`config.mk`:
```
export PLATFORM = sky130hd
export DESIGN_NAME = zt_sram
export DESIGN_NICKNAME = d
export VERILOG_FILES = /design/src/rtl/zts_pkg.sv /design/src/rtl/zts_decode.sv /design/src/rtl/zts_array.sv /design/src/rtl/zts_parity.sv /design/src/rtl/zts_out_stage.sv /design/src/rtl/zt_sram.sv
export SDC_FILE = /design/constraint.sdc
export NUM_CORES = 1
export LEC_CHECK = 0
export BUFFER_PORTS_ARGS = -buffer_cell sky130_fd_sc_hd__buf_2
export CORE_MARGIN = 5
export CORE_UTILIZATION = 45
export DETAILED_ROUTE_END_ITERATION = 10
export HOLD_SLACK_MARGIN = 0.03
export REMOVE_ABC_BUFFERS = 1
export SYNTH_ARGS = -nofsm -noshare
export SYNTH_HDL_FRONTEND = slang
export SYNTH_SLANG_ARGS = --single-unit
```
`constraint.sdc`:
```
create_clock -name clk -period 6.6 [get_ports clk]
set_input_delay 0.33 -clock clk [delete_from_list [all_inputs] [get_ports clk]]
set_output_delay 0.33 -clock clk [all_outputs]
set_load 0.05 [all_outputs]
```
`src/rtl/zts_pkg.sv`:
```
`timescale 1ns/1ps
package zts_pkg;
    localparam int BYTE_W = 9;

    typedef enum logic [1:0] {
        OP_NONE  = 2'd0,
        OP_READ  = 2'd1,
        OP_WRITE = 2'd2
    } op_kind_e;

    // True when a 9-bit byte fails the selected parity sense.
    function automatic logic par_bad(input logic [BYTE_W-1:0] b, input logic odd);
        return (^b) != odd;
    endfunction
endpackage

```
`src/rtl/zts_decode.sv`:
```
`timescale 1ns/1ps
module zts_decode
    import zts_pkg::*;
(
    input  logic     start_n,
    input  logic     sel1_n,
    input  logic     sel2,
    input  logic     sel3_n,
    input  logic     wr_n,
    input  op_kind_e prev_kind,
    output op_kind_e kind
);
    logic chosen;

    always_comb begin
        chosen = !sel1_n && sel2 && !sel3_n;
        if (start_n)
            kind = prev_kind;          // continue: same type as last cycle
        else if (!chosen)
            kind = OP_NONE;            // deselect
        else if (wr_n)
            kind = OP_READ;
        else
            kind = OP_WRITE;
    end
endmodule

```
`src/rtl/zts_array.sv`:
```
`timescale 1ns/1ps
module zts_array
    import zts_pkg::*;
#(
    parameter int ADDR_W = 4,
    parameter int NBYTES = 4
) (
    input  logic                     clk,
    input  logic                     wr_en,
    input  logic [ADDR_W-1:0]        wr_addr,
    input  logic [NBYTES-1:0]        wr_be_n,
    input  logic [NBYTES*BYTE_W-1:0] wr_word,
    input  logic [ADDR_W-1:0]        rd_addr,
    output logic [NBYTES*BYTE_W-1:0] rd_word
);
    localparam int DEPTH  = 1 << ADDR_W;
    localparam int DATA_W = NBYTES * BYTE_W;

    logic [DATA_W-1:0] mem [DEPTH];

    always_ff @(posedge clk) begin
        if (wr_en) begin
            for (int b = 0; b < NBYTES; b++) begin
                if (!wr_be_n[b])
                    mem[wr_addr][b*BYTE_W +: BYTE_W] <= wr_word[b*BYTE_W +: BYTE_W];
            end
        end
    end

    assign rd_word = mem[rd_addr];
endmodule

```
`src/rtl/zts_parity.sv`:
```
`timescale 1ns/1ps
module zts_parity
    import zts_pkg::*;
#(
    parameter int NBYTES = 4
) (
    input  logic                     clk,
    input  logic                     rst,
    input  logic                     chk_en,
    input  logic [NBYTES-1:0]        be_n,
    input  logic [NBYTES*BYTE_W-1:0] word,
    input  logic                     odd,
    output logic                     err
);
    logic [NBYTES-1:0] bad;

    for (genvar g = 0; g < NBYTES; g++) begin : g_byte
        assign bad[g] = chk_en && !be_n[g] && par_bad(word[g*BYTE_W +: BYTE_W], odd);
    end

    always_ff @(posedge clk) begin
        if (rst)
            err <= 1'b0;
        else if (|bad)
            err <= 1'b1;
    end

    a_r13_sticky_flag: assert property (@(posedge clk) disable iff (rst) err |=> err);
endmodule

```
`src/rtl/zts_out_stage.sv`:
```
`timescale 1ns/1ps
module zts_out_stage
    import zts_pkg::*;
#(
    parameter int NBYTES = 4
) (
    input  logic                     clk,
    input  logic                     rst,
    input  logic                     adv_en,
    input  logic                     pipe_mode,
    input  logic                     rd_now,
    input  logic [NBYTES*BYTE_W-1:0] arr_word,
    input  logic                     byp_en,
    input  logic [NBYTES-1:0]        byp_be_n,
    input  logic [NBYTES*BYTE_W-1:0] byp_word,
    input  logic                     out_en_n,
    input  logic                     sleep,
    output logic [NBYTES*BYTE_W-1:0] rd_data,
    output logic                     rd_drive
);
    localparam int DATA_W = NBYTES * BYTE_W;

    logic [DATA_W-1:0] merged;
    logic [DATA_W-1:0] q_word;
    logic              q_vld;
    logic [DATA_W-1:0] src_word;
    logic              src_vld;

    // Late-write bypass: bytes arriving at this edge for the same address win.
    for (genvar g = 0; g < NBYTES; g++) begin : g_byp
        assign merged[g*BYTE_W +: BYTE_W] = (byp_en && !byp_be_n[g])
                                          ? byp_word[g*BYTE_W +: BYTE_W]
                                          : arr_word[g*BYTE_W +: BYTE_W];
    end

    always_ff @(posedge clk) begin
        if (rst) begin
            q_vld  <= 1'b0;
            q_word <= '0;
        end else if (adv_en) begin
            q_vld <= rd_now;
            if (rd_now)
                q_word <= merged;
        end
    end

    always_comb begin
        src_vld  = pipe_mode ? q_vld  : rd_now;
        src_word = pipe_mode ? q_word : arr_word;
        rd_drive = src_vld && !out_en_n && !sleep;
        rd_data  = rd_drive ? src_word : '0;
    end

    a_r11_quiet_after_reset: assert property (@(posedge clk) $past(rst) |-> !rd_drive);
endmodule

```
`src/rtl/zt_sram.sv`:
```
`timescale 1ns/1ps
module zt_sram
    import zts_pkg::*;
#(
    parameter int ADDR_W = 4,
    parameter int NBYTES = 4
) (
    input  logic                     clk,
    input  logic                     rst,
    input  logic                     pipe_mode,
    input  logic                     clk_en_n,
    input  logic                     start_n,
    input  logic                     sel1_n,
    input  logic                     sel2,
    input  logic                     sel3_n,
    input  logic                     wr_n,
    input  logic [NBYTES-1:0]        byte_wr_n,
    input  logic [ADDR_W-1:0]        addr,
    input  logic [NBYTES*BYTE_W-1:0] wr_data,
    input  logic                     out_en_n,
    input  logic                     sleep,
    input  logic                     par_odd,
    output logic [NBYTES*BYTE_W-1:0] rd_data,
    output logic                     rd_drive,
    output logic                     par_err
);
    localparam int DATA_W = NBYTES * BYTE_W;

    typedef struct packed {
        op_kind_e            kind;
        logic [ADDR_W-1:0]   addr;
        logic [NBYTES-1:0]   be_n;
    } slot_t;

    slot_t    st_a;     // command taken at the last enabled edge
    slot_t    st_b;     // command taken one enabled edge earlier
    slot_t    wslot;    // command whose data slot ends at the next edge
    op_kind_e dec_kind;
    logic     adv_en;
    logic     wr_fire;
    logic     byp_en;
    logic [DATA_W-1:0] arr_word;

    assign adv_en = !clk_en_n && !sleep;

    zts_decode u_decode (
        .start_n   (start_n),
        .sel1_n    (sel1_n),
        .sel2      (sel2),
        .sel3_n    (sel3_n),
        .wr_n      (wr_n),
        .prev_kind (st_a.kind),
        .kind      (dec_kind)
    );

    always_ff @(posedge clk) begin
        if (rst) begin
            st_a <= '{kind: OP_NONE, addr: '0, be_n: '1};
            st_b <= '{kind: OP_NONE, addr: '0, be_n: '1};
        end else if (adv_en) begin
            st_a <= '{kind: dec_kind, addr: addr, be_n: byte_wr_n};
            st_b <= st_a;
        end
    end

    assign wslot   = pipe_mode ? st_b : st_a;
    assign wr_fire = !rst && adv_en && (wslot.kind == OP_WRITE);
    assign byp_en  = pipe_mode && (st_b.kind == OP_WRITE) && (st_b.addr == st_a.addr);

    zts_array #(.ADDR_W(ADDR_W), .NBYTES(NBYTES)) u_array (
        .clk     (clk),
        .wr_en   (wr_fire),
        .wr_addr (wslot.addr),
        .wr_be_n (wslot.be_n),
        .wr_word (wr_data),
        .rd_addr (st_a.addr),
        .rd_word (arr_word)
    );

    zts_out_stage #(.NBYTES(NBYTES)) u_out (
        .clk       (clk),
        .rst       (rst),
        .adv_en    (adv_en),
        .pipe_mode (pipe_mode),
        .rd_now    (st_a.kind == OP_READ),
        .arr_word  (arr_word),
        .byp_en    (byp_en),
        .byp_be_n  (st_b.be_n),
        .byp_word  (wr_data),
        .out_en_n  (out_en_n),
        .sleep     (sleep),
        .rd_data   (rd_data),
        .rd_drive  (rd_drive)
    );

    zts_parity #(.NBYTES(NBYTES)) u_parity (
        .clk    (clk),
        .rst    (rst),
        .chk_en (wr_fire),
        .be_n   (wslot.be_n),
        .word   (wr_data),
        .odd    (par_odd),
        .err    (par_err)
    );

    a_r7_stall_holds: assert property (@(posedge clk) disable iff (rst)
        clk_en_n |=> ($stable(st_a) && $stable(st_b)));

    a_r9_write_slot_quiet: assert property (@(posedge clk) disable iff (rst)
        (wslot.kind == OP_WRITE) |-> !rd_drive);

    a_r3_pipe_read_shows: assert property (@(posedge clk) disable iff (rst)
        (pipe_mode && adv_en && st_a.kind == OP_READ) |=> (rd_drive || out_en_n || sleep));
endmodule

```
==> impl_results.md <==
- Status: completed
- CTS tree: done
- Switching Fraction: between 20% and 30%
- Hold crit path type: in2reg
- Routed WL per cell: roughly 25 microns
- Ranking of synthesized cells by area: edfxtp_1, mux4_2, dfxtp_1
- Crit path time final: between 4000 and 5000 ps
- Mean Syn Cell Area: approximately 18 sq um
- Skew final: 18.0 ps
- Number of synthesized flops with an enable pin: 576
- Die ar.: 62400 sq um
- Register area: 18600 sq um
- CTS buffer count: 66
- Area grow syn2layout: 12.6%
- Fin crit share: between 60% and 70%
- Area of the multi-input gates: slightly below 7000 sq um
- Worst Path Required: about 6300 ps
- Critical path type: reg2out
- Unique masters post-synth: 43
- Total track usage: approximately a fifth
- CTS root buf: clkbuf_16
- Cells after synthesis: around 1.4k
- PD cells: 289 nW/um^2
- Bufs on Longest Clock Path: 3
- Sequential area share after synthesis: a little over 70%
- # setup viols final: 0
- Internal power: 6670 uW
- Clock share of power: 42.8%
- Slew Viols, Final: 0
- Vias: roughly 13k
- Worst slew pin tran: ~1100 ps
- Clock sinks: 638
- Core area: roughly 57000 sq um
- Post-synth top area share: roughly 67%
- Power share of the combinational group: between 4 and 5%
- H-tree depth: 3
- Buffers on Ports: between 90 and 100
- Antenna cells: 0
- Final net count: around 1.6k
- Worst-Skew Late Latency: around 600 ps
- Top FF cell, synth: edfxtp_1
- Switching power: between 1500 and 2000 uW
- RSZ-0062 raised after global routing: no
- IO Count: 94
- Ys Warns: 0
- Setup_tns: 0 ps
- Die width: 250 microns
- Largest area contributor in the netlist: edfxtp_1
- Initial antenna violation count: 0
- CP Capture Type: output port
- Layout cells sized above 1: 22.8%
- Max Cap Viol: 0
- Fmax: 245 MHz
- Synth Cell Area: roughly 26000 sq um
- Final-layout fill cell count: roughly 4.6k
- Residual DRC: 0
- Hold Crit Depth: 3
- #FFs+latches synth: roughly 640
- Total Wirelength: around 59000 microns
- Overall Power: roughly 8400 uW
- Number of antenna-violating nets in the routed design: 0
- Global-route wire length before repair: 89400 microns
- Pin count of the biggest net entering global routing: 74
- Post-CTS Resized: 0
- Critical path data arrival time: roughly 3800 ps
- Reg clk slew, reported paths: approximately 60 ps
- DP HPWL: 36500 microns
- Site row count: 87
- Die Height: about 250 microns
- R2R cell count: 6
- Hold Fails Final Rpt: 0
- Sequential power share: between 50% and 60%
- Crit path launch type: flip-flop
- Initial core utilization: 45.6%
- LEAKAGE: 0.00906 uW
- Vias per inst: approximately 5.6
- RePlAce Congestion: just under 0.8
- Vias in the first global route: around 14k
- Drt initial violations: ~1.1k
- VDD IR-drop max: about 0.19 mV
- Drt first pass iters: 5
- GRT Residual Overflow: 0
- Crit path max fanout: 57
- Slew margin rel.: between 20% and 30%
- Ys async rst share: 0%
==> state kept, by name, summed over array words and instances (netlist names), named ones only <==
| register | count |
|---|---|
| u_array.mem | 576 |
| st_a | 10 |
| u_out.q_vld | 1 |
| u_parity.err | 1 |
| u_out.q_word | 36 |
| st_b | 10 |
==> layer usage <==
layer | vias up | GRT usage, % | wire length [microns]
met4 | 0 | 4.75 | 1050
met5 | - | 0.232 | 0
met2 | 427 | 30.1 | 28300
met1 | 6813 | 27.6 | 26200
met3 | 72 | 3.36 | 3400
li1 | 5880 | - | -
==> worst paths after layout <==
path / to / startpoint / slack (ps)
worst max-delay path: rd_data[4] / flip-flop / 2520
worst min-delay path: st_a[8] / start_n / 80
worst max register to register: u_out.q_word[0] / flip-flop / 3530
worst min register to register: st_b[8] / st_b[8] / 470
==> per-stage QoR <==
| stage | hold WS, ps | worst slack [ps] | utilization, % | std cells | cell area, sq um |
|---|---|---|---|---|---|
| final | 83.5 | 2520 | 51.4 | 2350 | 29100 |
| after detailed placement | 454 | 3100 | 47.5 | 2219 | 26900 |
| after global placement | 446 | 3050 | 47.5 | 2219 | 26900 |
| after floorplan | 399 | 26.5 | - | 1352 | 25400 |
| after global routing | 88.5 | 2280 | 51.4 | 2350 | 29100 |
| after CTS | 41.7 | 2440 | 51.4 | 2350 | 29100 |
==> what timing repair did <==
action	4_1_cts	5_1_grt
setup buffers	0	0
hold buffers	10	0
hold endpoints to repair	12	0
==> power by group through the flow <==
stage               combinational [uW]  sequential [uW]  clock (uW)
detailed placement                 385             4520           0
global route                       418             4430        3840
finish                             385             4430        3600
global placement                   380             4520           0
CTS                                390             4430        3670
floorplan                          225             4530           0
==> layout make-up <==
cell class / count / area share [%]
multi-input combinational: 712 / 23.4
sequential: 638 / 63.7
clock buffer: 97 / 6.61
clock inverter: 24 / 0.576
tap: 756 / 3.25
timing repair buffer: 121 / 2.46
inverter: 2 / 0.0258
==> cells by family after synthesis <==
family	synth area share, %
xor+xnor	1.43
flops	71.6
compound gates	2.41
simple gates	5.15
mux	17.3
buf+inv	2.03
==> placed cells by master, fill, tap and decap left out, drive strengths merged, types with 8 or more instances in the layout <==
cell	instances
edfxtp	576
nor2	145
mux4	144
nand2	137
mux2i	124
buf	111
clkbuf	97
dfxtp	62
a311oi	36
xnor2	28
a21oi	25
clkinv	20
a22oi	12
nand3	10
dlygate4sd3	10
o21ai	8
==> critical path: stages (launching register included) <==
cell and delay [ps]:
dfxtp_4 870, buf_4 810, mux4_2 420, a22oi_1 310, a21oi_1 130, a21oi_1 210, nor2_1 60, buf_2 250
==> synth_stat cells (all sizes together) (2+ instances only) <==
master  instances
xnor2          28
buf            63
a22oi          12
nand2b          4
a21oi          25
mux4          144
or3b            2
mux2i         124
edfxtp        576
nand3b          5
xor2            4
nand3          10
a311oi         36
dfxtp          62
or3             4
nand4           2
a21o            2
o21ai           8
clkbuf         20
xnor3           4
nor2b           2
nor2          145
nor3            6
nand2         137
Power figures use the tool's default switching activity.
